--- src/rtl/pdm_cic_pkg.sv ---
package pdm_cic_pkg;
  // Width growth of an N-stage decimator with differential delay one
  function automatic int cic_width(input int in_w, input int stages, input int decim);
    return in_w + stages * $clog2(decim);
  endfunction
endpackage

--- src/rtl/pdm_bitclk_gen.sv ---
module pdm_bitclk_gen #(
  parameter int HALF_DIV = 52
) (
  input  logic clk,
  input  logic rst,
  input  logic data_i,
  output logic mic_clk_o,
  output logic bit_o,
  output logic bit_vld_o
);
  localparam int CW = (HALF_DIV > 1) ? $clog2(HALF_DIV) : 1;
  localparam logic [CW-1:0] LAST = CW'(HALF_DIV - 1);

  logic [CW-1:0] cnt_q;
  logic          clk_q;

  always_ff @(posedge clk) begin
    if (rst) begin
      cnt_q     <= '0;
      clk_q     <= 1'b0;
      bit_o     <= 1'b0;
      bit_vld_o <= 1'b0;
    end else begin
      bit_vld_o <= 1'b0;
      if (cnt_q == LAST) begin
        cnt_q <= '0;
        clk_q <= ~clk_q;
        if (!clk_q) begin
          // generated clock rises at this edge: capture the data line
          bit_o     <= data_i;
          bit_vld_o <= 1'b1;
        end
      end else begin
        cnt_q <= cnt_q + 1'b1;
      end
    end
  end

  assign mic_clk_o = clk_q;
endmodule

--- src/rtl/cic_decim.sv ---
module cic_decim #(
  parameter int STAGES = 5,
  parameter int DECIM  = 64,
  parameter int OUT_W  = 32
) (
  input  logic                    clk,
  input  logic                    rst,
  input  logic                    bit_i,
  input  logic                    bit_vld_i,
  output logic signed [OUT_W-1:0] sum_o,
  output logic                    sum_vld_o
);
  localparam int DW = (DECIM > 1) ? $clog2(DECIM) : 1;
  localparam logic [DW-1:0] DLAST = DW'(DECIM - 1);

  logic signed [OUT_W-1:0] integ_q [STAGES];
  logic signed [OUT_W-1:0] dly_q   [STAGES];
  logic signed [OUT_W-1:0] comb_v  [STAGES+1];
  logic signed [OUT_W-1:0] sample_ext;
  logic [DW-1:0]           dec_q;
  logic                    stb_q;

  // unipolar two-bit word {0, bit}, zero-extended to the register width
  assign sample_ext = {{(OUT_W-1){1'b0}}, bit_i};

  // integrators at the bit rate, wrapping arithmetic
  always_ff @(posedge clk) begin
    if (rst) begin
      for (int s = 0; s < STAGES; s++) integ_q[s] <= '0;
    end else if (bit_vld_i) begin
      for (int s = 0; s < STAGES; s++) begin
        if (s == 0) integ_q[s] <= integ_q[s] + sample_ext;
        else        integ_q[s] <= integ_q[s] + integ_q[s-1];
      end
    end
  end

  // decimation counter; strobe lands once the last bit is integrated
  always_ff @(posedge clk) begin
    if (rst) begin
      dec_q <= '0;
      stb_q <= 1'b0;
    end else begin
      stb_q <= bit_vld_i && (dec_q == DLAST);
      if (bit_vld_i) dec_q <= (dec_q == DLAST) ? '0 : dec_q + 1'b1;
    end
  end

  // comb chain at the decimated rate
  always_comb begin
    comb_v[0] = integ_q[STAGES-1];
    for (int s = 0; s < STAGES; s++) comb_v[s+1] = comb_v[s] - dly_q[s];
  end

  always_ff @(posedge clk) begin
    if (rst) begin
      for (int s = 0; s < STAGES; s++) dly_q[s] <= '0;
      sum_o     <= '0;
      sum_vld_o <= 1'b0;
    end else begin
      sum_vld_o <= stb_q;
      if (stb_q) begin
        for (int s = 0; s < STAGES; s++) dly_q[s] <= comb_v[s];
        sum_o <= comb_v[STAGES];
      end
    end
  end
endmodule

--- src/rtl/dc_block.sv ---
module dc_block #(
  parameter int W     = 32,
  parameter int SHIFT = 8
) (
  input  logic                clk,
  input  logic                rst,
  input  logic signed [W-1:0] x_i,
  input  logic                x_vld_i,
  output logic signed [W-1:0] raw_o,
  output logic signed [W-1:0] y_o,
  output logic                y_vld_o
);
  logic signed [W-1:0] xp_q;
  logic signed [W-1:0] y_next;

  // pole at 1 - 2^-SHIFT via shift-and-subtract
  assign y_next = x_i - xp_q + y_o - (y_o >>> SHIFT);

  always_ff @(posedge clk) begin
    if (rst) begin
      xp_q    <= '0;
      y_o     <= '0;
      raw_o   <= '0;
      y_vld_o <= 1'b0;
    end else begin
      y_vld_o <= x_vld_i;
      if (x_vld_i) begin
        xp_q  <= x_i;
        y_o   <= y_next;
        raw_o <= x_i;
      end
    end
  end
endmodule

--- src/rtl/pdm_cic_decim.sv ---
module pdm_cic_decim
  import pdm_cic_pkg::*;
#(
  parameter int  HALF_DIV = 52,
  parameter int  STAGES   = 5,
  parameter int  DECIM    = 64,
  parameter int  IN_W     = 2,
  parameter int  DC_SHIFT = 8,
  localparam int OUT_W    = cic_width(IN_W, STAGES, DECIM)
) (
  input  logic                    clk,
  input  logic                    rst,
  output logic                    mic_clk_o,
  input  logic                    mic_data_i,
  output logic signed [OUT_W-1:0] cic_o,
  output logic signed [OUT_W-1:0] pcm_o,
  output logic                    pcm_valid_o
);
  logic                    bit_q;
  logic                    bit_vld;
  logic signed [OUT_W-1:0] sum;
  logic                    sum_vld;

  pdm_bitclk_gen #(.HALF_DIV(HALF_DIV)) u_clkgen (
    .clk       (clk),
    .rst       (rst),
    .data_i    (mic_data_i),
    .mic_clk_o (mic_clk_o),
    .bit_o     (bit_q),
    .bit_vld_o (bit_vld)
  );

  cic_decim #(.STAGES(STAGES), .DECIM(DECIM), .OUT_W(OUT_W)) u_cic (
    .clk       (clk),
    .rst       (rst),
    .bit_i     (bit_q),
    .bit_vld_i (bit_vld),
    .sum_o     (sum),
    .sum_vld_o (sum_vld)
  );

  dc_block #(.W(OUT_W), .SHIFT(DC_SHIFT)) u_dc (
    .clk     (clk),
    .rst     (rst),
    .x_i     (sum),
    .x_vld_i (sum_vld),
    .raw_o   (cic_o),
    .y_o     (pcm_o),
    .y_vld_o (pcm_valid_o)
  );
endmodule

--- config.mk ---
export PLATFORM = sky130hd
export DESIGN_NAME = pdm_cic_decim
export DESIGN_NICKNAME = d
export VERILOG_FILES = /design/src/rtl/pdm_cic_pkg.sv /design/src/rtl/pdm_bitclk_gen.sv /design/src/rtl/cic_decim.sv /design/src/rtl/dc_block.sv /design/src/rtl/pdm_cic_decim.sv
export SDC_FILE = /design/constraint.sdc
export NUM_CORES = 1
export LEC_CHECK = 0
export ABC_AREA = 1
export BUFFER_PORTS_ARGS = -buffer_cell sky130_fd_sc_hd__buf_4
export CORE_UTILIZATION = 55
export DETAILED_ROUTE_END_ITERATION = 8
export PLACE_DENSITY_LB_ADDON = 0.25
export SLEW_MARGIN = 20
export SYNTH_ARGS = -nofsm -noshare
export SYNTH_HDL_FRONTEND = slang
export SYNTH_SLANG_ARGS = --single-unit
--- constraint.sdc ---
create_clock -name clk -period 12.5 [get_ports clk]
set_input_delay 2.5 -clock clk [delete_from_list [all_inputs] [get_ports clk]]
set_output_delay 2.5 -clock clk [all_outputs]
set_load 0.05 [all_outputs]
## After elaboration in Yosys (flattened, before gate mapping)

Memories as Yosys holds them, arrays and structs flattened.
Cells that the tools add are included.

- Register bits after elaboration: 114
- RAM bits: 320
- Input port bits: 3
- Output and inout bits: 66
- Logic and storage cells: 66
- Memories kept: 2

Memories:

| memory | depth | bits a word | read ports | clocked after Yosys merged registers in | write ports | RTL line | RTL |
|---|---|---|---|---|---|---|---|
| u_cic.dly_q | 5 | 32 | 5 | 0 | 5 | cic_decim.sv:17 | `logic signed [OUT_W-1:0] dly_q [STAGES];` |
| u_cic.integ_q | 5 | 32 | 5 | 0 | 5 | cic_decim.sv:16 | `logic signed [OUT_W-1:0] integ_q [STAGES];` |

- $add $sub $neg: 15
- Equal/unequal tests: 2
- Muxes and demuxes: 20
- Bitwise logic cells: 12
- Reduce and logical (&&, ||, !) cells: 4

Operator list:

| operator | number |
|---|---|
| $mux 32 | 10 |
| $sub 32x32->32 | 6 |
| $add 32x32->32 | 5 |
| $add 32x2->32 | 1 |
| $sub 32x24->32 | 1 |
| $add 6x1->6 const B | 2 |
| $eq 6x6->1 const B | 2 |
| $or 1x1->1 | 10 |
| $mux 1 | 9 |
| $mux 6 | 1 |
| $reduce_or 2->1 | 2 |
| $not 1->1 | 2 |
| $reduce_and 2->1 | 1 |
| $logic_and 1x1->1 | 1 |

## Logic depth before layout (Yosys ltp)

Gate-level depths: netlist of the first run.
An unclocked memory read counts as a cell.

- Word-level depth: 6
- Gate-level depth with buffers: 56
- Mapped depth without buffers: 56

## By module

A second synthesis of the first run with hierarchy kept.

- Cell total of the unflattened synthesis: 4522
- Area total of the unflattened synthesis: 34683.3 um2

Modules (own cells, without submodules):

| module | times used | cells an instance | area an instance (um2) | sequential area each (um2) |
|---|---|---|---|---|
| cic_decim | 1 | 3530 | 28023.1 | 10410.0 |
| dc_block | 1 | 940 | 6284.8 | 1301.2 |
| pdm_bitclk_gen | 1 | 52 | 375.4 | 180.2 |

## Least setup slack after synthesis of the first run

Ideal clock, no wire load.

- Kind: in2reg
- Start: in rst
- End: mem u_cic.dly_q[0][0] (enable)
- Setup time: 0.587 ns
- Arrival time: 7.575 ns
- Data required time: 11.913 ns
- Setup slack: 4.338 ns
- Cell stages on the path: 4
- Buffers on the path: 2
- Path through: clkbuf_1 nor2_1 inv_1 clkbuf_1

RTL lines:

| element | RTL line | RTL |
|---|---|---|
| start, declared | pdm_cic_decim.sv:12 | `input logic rst,` |
| end, declared | cic_decim.sv:17 |  |

==> results of run 1 <==
## routing by layer
metal / vias up / GRT usage (%) / share of wire, %
met5: - / 0 / 0
li1: 14620 / - / -
met4: 0 / 8.519 / 2.8
met1: 13170 / 33.98 / 45
met2: 588 / 45.95 / 48
met3: 135 / 3.271 / 4.2
## kinds of logic (layout without fill, tap and decap cells)
group	count (synthesis)	after routing
xor+xnor	140	140
fa+ha+maj	386	386
flops	434	434
buf+inv	899	1015
compound gates	1132	1132
simple gates	1325	1325
## synthesized netlist by cell type, drive strengths merged, types with 11 or more instances
| master | n |
|---|---|
| o21ai | 341 |
| a21o | 18 |
| clkbuf | 57 |
| fa | 71 |
| a31oi | 36 |
| or2 | 13 |
| xnor2 | 55 |
| nand3 | 110 |
| nor3 | 60 |
| nor2 | 471 |
| a21boi | 33 |
| xor2 | 85 |
| o21a | 49 |
| o211ai | 17 |
| a21oi | 541 |
| nor4 | 11 |
| inv | 836 |
| edfxtp | 320 |
| dfxtp | 114 |
| ha | 315 |
| o22ai | 13 |
| o21bai | 27 |
| o31ai | 20 |
| and2 | 13 |
| nand4 | 35 |
| nand2 | 606 |
## final cells by class
class                      count  area [µm²]  share of cell area [%]
sequential                   434       11890                   32.36
inverter                     838        3151                   8.573
timing repair buffer          79       593.1                   1.614
clock buffer                  71        1474                   4.011
multi-input combinational   2983       18360                   49.96
clock inverter                27       299.0                  0.8138
tap                          782       978.4                   2.663
## worst reg2reg max path: cells and delay by family (launching register included)
kind	cells	cell delay, ps
DFF	1	390
buffers and inverters	10	680
AOI/OAI and AO/OA	14	3000
adders and majority gates	6	1930
and+or+nand+nor	21	1870
xor gates and xnor gates	3	720
## state kept, by name, summed over array words and instances, names as in the netlist
register / count
u_cic.dly_q: 160
u_dc.raw_o: 32
u_dc.y_o: 32
u_cic.sum_vld_o: 1
u_cic.dec_q: 6
u_clkgen.bit_vld_o: 1
u_cic.integ_q: 160
u_cic.sum_o: 32
u_clkgen.cnt_q: 6
u_dc.y_vld_o: 1
u_clkgen.bit_o: 1
u_cic.stb_q: 1
u_clkgen.mic_clk_o: 1
## where the power goes
| part | internal (mW) | switching, mW | total, mW |
|---|---|---|---|
| logic | 1.41 | 2.66 | 4.07 |
| registers | 1.58 | 0.0282 | 1.61 |
| clock network | 0.930 | 0.645 | 1.57 |
| total | 3.93 | 3.33 | 7.26 |
## metrics by stage
step / util [%] / hold slack, ps / instance area [µm²]
after floorplan: - / 417.5 / 33600
after CTS: 60.88 / 452.4 / 36750
final: 60.88 / 447.9 / 36750
after detailed placement: 57.95 / 439.6 / 34970
after global routing: 60.88 / 490.0 / 36750
after global placement: 57.95 / 431.2 / 34970
## worst max-delay path by stage
stage / to / from / cells past startpoint / slack, ps
2_1_floorplan: u_cic.dly_q[0][0]$_SDFFCE_PN0P_ / rst / 4 / 4340
3_3_place_gp: u_cic.sum_o[28]$_SDFFE_PP0P_ / u_cic.integ_q[0][128]$_SDFFCE_PN0P_ / 47 / 3950
3_5_place_dp: u_cic.sum_o[31]$_SDFFE_PP0P_ / u_cic.integ_q[0][128]$_SDFFCE_PN0P_ / 54 / 3900
4_1_cts: u_cic.sum_o[31]$_SDFFE_PP0P_ / u_cic.integ_q[0][128]$_SDFFCE_PN0P_ / 54 / 3900
5_1_grt: u_cic.sum_o[31]$_SDFFE_PP0P_ / u_cic.integ_q[0][128]$_SDFFCE_PN0P_ / 50 / 2810
6_report: u_cic.sum_o[31]$_SDFFE_PP0P_ / u_cic.integ_q[0][128]$_SDFFCE_PN0P_ / 54 / 3800
==> out/metrics.yaml, run 1 <==
run_status:
  run_status: "finished clean"
logic_synthesis:
  synth_compound_area_share_pct: 18.67
  synthAdderAreaFrac_pct: 15.96
  synth_top_area_share_pct: 28.60
  ys_warn_count: 0
  ys.flop_type: "edfxtp_1"
  ys_ff_latch: 434
  synth_edf_count: 320
  ys_types: 54
  synth_top_family_by_area: "compound AO/OA/AOI/OAI gates"
  yosysTopAreaCell: "edfxtp_1"
  synth_cells: 4316
  synth_simple_gate_area_share_pct: 16.29
  ys_seq_area_share_pct: 35.39
  synth_nets: 4705
  yosys.area_share.xor_xnor_pct: 3.649
  synth_mux_area_share_pct: 0
  synthTopCellsByArea: "edfxtp_1, ha_1, inv_1, a21oi_1, dfxtp_1"
  async_flop_share_pct: 0
  synth.cell_area_um2: 33600
  syn_avg_cell_area_um2: 7.786
floorplanning:
  die_y_um: 249.2
  ios: 69
  rows: 90
  initial_core_util_pct: 55.67
  die_area_um2: 62090
  fp.dieW_um: 249.2
  placeableCoreArea_um2: 60360
worst_setup_path:
  start_kind: "register"
  reg2regPathDepth: 54
  r2r_slack_ps: 3800
  critPathTopFamily: "compound AO/OA/AOI/OAI gates"
  crit_path_top_delay_cell: "a2111oi_0"
  crit_fanout: 7
  worstPathBufferInverterCount: 10
  cp_slowest_stage_delay_ps: 510
  cp_common_cell: "nand2_1"
  rr_endpoint: "u_cic.sum_o[31]$_SDFFE_PP0P_"
  crit_required_ps: 13020
  crit-reg2reg-launch: "u_cic.integ_q[0][128]$_SDFFCE_PN0P_"
  worst-setup-path-type: "reg -> reg"
  crit_arrival_ps: 9220
  cp-end-kind: "register"
sta:
  post-route-period-util_pct: 69.60
  fin_ws_ps: 3799
  finalHoldViolations: 0
  slew_viol_final: 0
  fin_crit_ps: 8701
  fin_tns_setup_ps: 0
  setup_viol: 0
  relSlewSlack_pct: 31.67
  rsz0062_at_grt: "false"
  fin_skew_ps: 28.85
  timing.fmax_mhz: 114.9
  tightest_slew_ps: 1025
pwr:
  power_mw: 7.257
  leakagePower_nw: 17.31
  max-vdd-ir-drop_mv: 0.2002
  power_density_nw_per_um2: 197.5
global_routing:
  antenna_found_initial: 0
  grt.total_usage_pct: 26.40
  grt-ovfl-total: 0
  grt_max_degree: 114
  grt_pass1_wl_mm: 135.3
  grt_pass1_vias: 27060
finish:
  syn_to_final_growth_pct: 9.357
  instances_no_fill: 5214
  fillCellCount: 5526
  drive_gt1_share_pct: 4.625
  fin_nets: 4777
  most-common-layout-cells: "inv_1, nand2_1, a21oi_1"
  antenna_cells: 0
  final_common_cell: "inv_1"
clock_tree:
  clk_pin_slew_ps: 60
  clock-sinks: 434
  cts_made_buffers: 52
  cts_max_level: 2
  cts.path.max_buffers: 3
  tritoncts: "yes"
  post_cts_buffers: 0
  ctsResizeCount: 0
  ctsHoldBuffers: 0
  clockRootBuffer: "clkbuf_16"
  insertion_delay_ps: 630
flow_run:
  drv_cap: 0
routing:
  drt_iter0_drc: 1758
  wire_per_inst_um: 15.85
  remaining_drc_errors: 0
  wirelength_mm: 82.66
  ant_nets: 0
  viasPerCell: 5.469
  dr_total_vias: 28510
  dr.pass1.iters: 6
placed_design:
  placed_cells: 5116
  place_ws_ps: 3902
  io_buffers: 68
  dp_hpwl_mm: 63.27
  gp_congestion: 0.9089
worst_hold_path:
  whs_path_depth: 1
  hold_path_class: "reg -> reg"
  worstHoldEndpoint: "u_clkgen.cnt_q[0]$_SDFF_PP0_"
  min_from: "u_clkgen.cnt_q[0]$_SDFF_PP0_"
Note: power is estimated with default switching activity, not from simulation.
==> run 2: changes to the inputs <==
Settings changed: ABC_AREA 1 to 0.
Clock period 12.5 ns to 7.6 ns, I/O delays scaled along.
==> run 2 against run 1 <==
The flow now finishes with violations (setup timing). Synthesized area fell by 4.4%. Hold slack improved by 21 ps. Maximum frequency rose by 3.4%. Power rose by 100%. Routed wire length fell by 11%. Synthesized cell count fell by 22%. Critical endpoint unchanged. Largest cell class unchanged.
==> out/metrics.yaml, run 2 <==
routing:
  wire_per_inst_um: 16.14  # +1.8%
  wirelength_mm: 73.98  # -11%
  drt_iter0_drc: 1198  # -32%
  ant_nets: 0  # unchanged
  dr_total_vias: 25710  # -9.8%
  viasPerCell: 5.609  # +2.6%
  remaining_drc_errors: 0  # unchanged
  dr.pass1.iters: 6  # unchanged
sta:
  fin_crit_ps: 8415  # -285.6 ps
  setup_viol: 9  # +9
  slew_viol_final: 0  # unchanged
  tightest_slew_ps: 1026  # +1.501 ps
  relSlewSlack_pct: 31.57  # -0.10 points
  timing.fmax_mhz: 118.8  # +3.4%
  rsz0062_at_grt: "true"
  fin_ws_ps: -814.9  # -4614 ps
  fin_skew_ps: 30.47  # +1.618 ps
  timing.hold.ws_ps: 468.4  # +20.52 ps
  finalHoldViolations: 0  # unchanged
  post-route-period-util_pct: 110.7  # +41 points
finish:
  final_common_cell: "buf_4"
  multi_input_area_um2: 19980  # +8.8%
  drive_gt1_share_pct: 20.14  # +16 points
  post-route-util_pct: 67.76  # +6.9 points
  fin_nets: 4166  # -13%
  largestRegisters: "u_cic.dly_q x160, u_cic.integ_q x160"
  fillCellCount: 4346  # -21%
  most-common-layout-cells: "buf_4, nor2_1, edfxtp_1"
  register_area_um2: 11900  # about the same
  syn_to_final_growth_pct: 21.73
  antenna_cells: 0  # unchanged
  instances_no_fill: 4584  # -12%
clock_tree:
  cts.path.max_buffers: 3  # unchanged
  insertion_delay_ps: 610  # -20 ps
  cts_made_buffers: 52  # unchanged
  tritoncts: "yes"
  clock-sinks: 434  # unchanged
  cts_max_level: 2  # unchanged
  clk_pin_slew_ps: 60  # about the same
  clockRootBuffer: "clkbuf_16"
worst_setup_path:
  reg2regPathDepth: 45  # -17%
  crit_fanout: 4  # -3
  crit-reg2reg-launch: "u_cic.integ_q[0][128]$_SDFFCE_PN0P_"
  crit_required_ps: 8080  # -4940 ps
  cp-end-kind: "register"
  start_kind: "register"
  crit_path_top_delay_cell: "edfxtp_1"
  rr_endpoint: "u_cic.sum_o[31]$_SDFFE_PP0P_"
  r2r_slack_ps: -810  # -4610 ps
  cp_slowest_stage_delay_ps: 410  # -100 ps
  worst-setup-path-type: "reg -> reg"
  cp_common_cell: "a21oi_2"
  crit_arrival_ps: 8890  # -330 ps
logic_synthesis:
  ys_seq_area_share_pct: 37.03  # +1.6 points
  synth_common_cells: "nor2_1, edfxtp_1, ha_1, inv_1, a21oi_1"
  synth.cell_area_um2: 32120  # -4.4%
  ys_types: 87  # +61%
  synth_edf_count: 320  # unchanged
  synth_nets: 3742  # -20%
  ys_warn_count: 0  # unchanged
  ys.flop_type: "edfxtp_1"
  syn_avg_cell_area_um2: 9.578  # +23%
  async_flop_share_pct: 0  # unchanged
  yosysMostFrequentCell: "nor2_1"
  synthTopCellsByArea: "edfxtp_1, ha_1, dfxtp_1, xnor2_1, fa_1"
  synth_cells: 3353  # -22%
  ys_ff_latch: 434  # unchanged
  synth_top_area_share_pct: 29.92  # +1.3 points
  yosysTopAreaCell: "edfxtp_1"
pwr:
  max-vdd-ir-drop_mv: 0.4068  # +100%
  power_density_nw_per_um2: 375.1  # +90%
  leakagePower_nw: 16.85  # -2.7%
  power_mw: 14.66  # +100%
global_routing:
  grt_pass1_vias: 26030  # -3.8%
  grt-ovfl-total: 0  # unchanged
  antenna_found_initial: 0  # unchanged
  grt_pass1_wl_mm: 119.8  # -11%
  grt_max_degree: 127  # +11%
  grt.total_usage_pct: 24.02  # -2.4 points
floorplanning:
  ios: 69  # unchanged
  fp.dieW_um: 243.6  # -2.2%
  initial_core_util_pct: 55.66  # about the same
  die_y_um: 243.6  # -2.2%
  die_area_um2: 59360  # -4.4%
  placeableCoreArea_um2: 57700  # -4.4%
  rows: 88  # -2.2%
run_status:
  run_status: "complete, but fails checks"
  violations: "setup timing"
worst_hold_path:
  whs_path_depth: 1  # unchanged
  min_from: "u_clkgen.cnt_q[0]$_SDFF_PP0_"
  worstHoldEndpoint: "u_clkgen.cnt_q[0]$_SDFF_PP0_"
  hold_path_class: "reg -> reg"
placed_design:
  placed_cells: 4431  # -13%
  io_buffers: 68  # unchanged
  gp_congestion: 0.9098  # about the same
  dp_hpwl_mm: 52.61  # -17%
flow_run:
  drv_cap: 0  # unchanged
## run 2: power by group
group	total, mW	internal (mW)	switching [mW]
clock network	2.50	1.48	1.03
logic	9.53	4.92	4.60
registers	2.64	2.60	0.0366
## run 2: repair_timing
| action | in CTS | in global routing |
|---|---|---|
| pin swaps | 104 | 147 |
| resized for setup | 82 | 164 |
| endpoints found under the setup margin | 9 | 20 |
| setup buffers | 27 | 32 |
| hold buffers | 0 | 0 |
## run 2: how the worst max path moves through the flow
| stage | startpoint | to | slack (ps) | cells past startpoint |
|---|---|---|---|---|
| 3_5_place_dp | u_cic.integ_q[0][128]$_SDFFCE_PN0P_ | u_cic.sum_o[31]$_SDFFE_PP0P_ | -770 | 45 |
| 6_report | u_cic.integ_q[0][128]$_SDFFCE_PN0P_ | u_cic.sum_o[31]$_SDFFE_PP0P_ | -810 | 45 |
| 5_1_grt | u_cic.integ_q[0][128]$_SDFFCE_PN0P_ | u_cic.sum_o[31]$_SDFFE_PP0P_ | -1320 | 45 |
| 2_1_floorplan | u_cic.integ_q[0][128]$_SDFFCE_PN0P_ | u_cic.sum_o[31]$_SDFFE_PP0P_ | -290 | 42 |
| 4_1_cts | u_cic.integ_q[0][128]$_SDFFCE_PN0P_ | u_cic.sum_o[31]$_SDFFE_PP0P_ | -690 | 44 |
| 3_3_place_gp | u_cic.integ_q[0][128]$_SDFFCE_PN0P_ | u_cic.sum_o[31]$_SDFFE_PP0P_ | -610 | 43 |
## run 2: stage by stage
step / setup TNS (ps) / area (µm²) / setup WS [ps]
after floorplan: -496.2 / 32210 / -291.7
after global placement: -3022 / 35790 / -605.0
after detailed placement: -4289 / 35790 / -768.4
after CTS: -3612 / 38080 / -688.6
after global routing: -10520 / 39090 / -1316
final: -4582 / 39090 / -814.9
## run 2: logic make-up (layout without fill, tap and decap cells)
| family | count (synthesis) | count (layout) | synth area share [%] |
|---|---|---|---|
| simple gates | 979 | 979 | 15.02 |
| compound gates | 800 | 800 | 16.14 |
| flops | 434 | 434 | 37.03 |
| fa+ha+maj | 386 | 386 | 16.70 |
| buf+inv | 380 | 846 | 4.543 |
| xor+xnor | 298 | 298 | 8.193 |
| mux | 76 | 76 | 2.380 |
## run 2: worst max-delay path, delay by kind of cell (launching register included)
kind,cells,cell delay (ps)
adder cells (fa/ha/maj),6,1620
flip-flops,1,410
buffers and inverters,4,380
AND/OR/NAND/NOR,2,330
XOR/XNOR,6,990
AO/OA/AOI/OAI,27,4530
## run 2: cell type report
class / instances / share of cell area [%]
Multi-Input combinational cell: 2539 / 51.12
Clock buffer: 75 / 3.946
Inverter: 311 / 3.008
Tap cell: 765 / 2.448
Clock inverter: 21 / 0.4417
Sequential cell: 434 / 30.43
Timing Repair Buffer: 439 / 8.609
## run 2: routing by layer
metal / global-route usage (%) / part of all wire (%) / vias to the layer above
li1: - / - / 12730
met1: 26.54 / 40 / 12280
met2: 46.42 / 54 / 498
met3: 2.501 / 3.0 / 201
met4: 9.577 / 3.6 / 0
met5: 0 / 0 / -
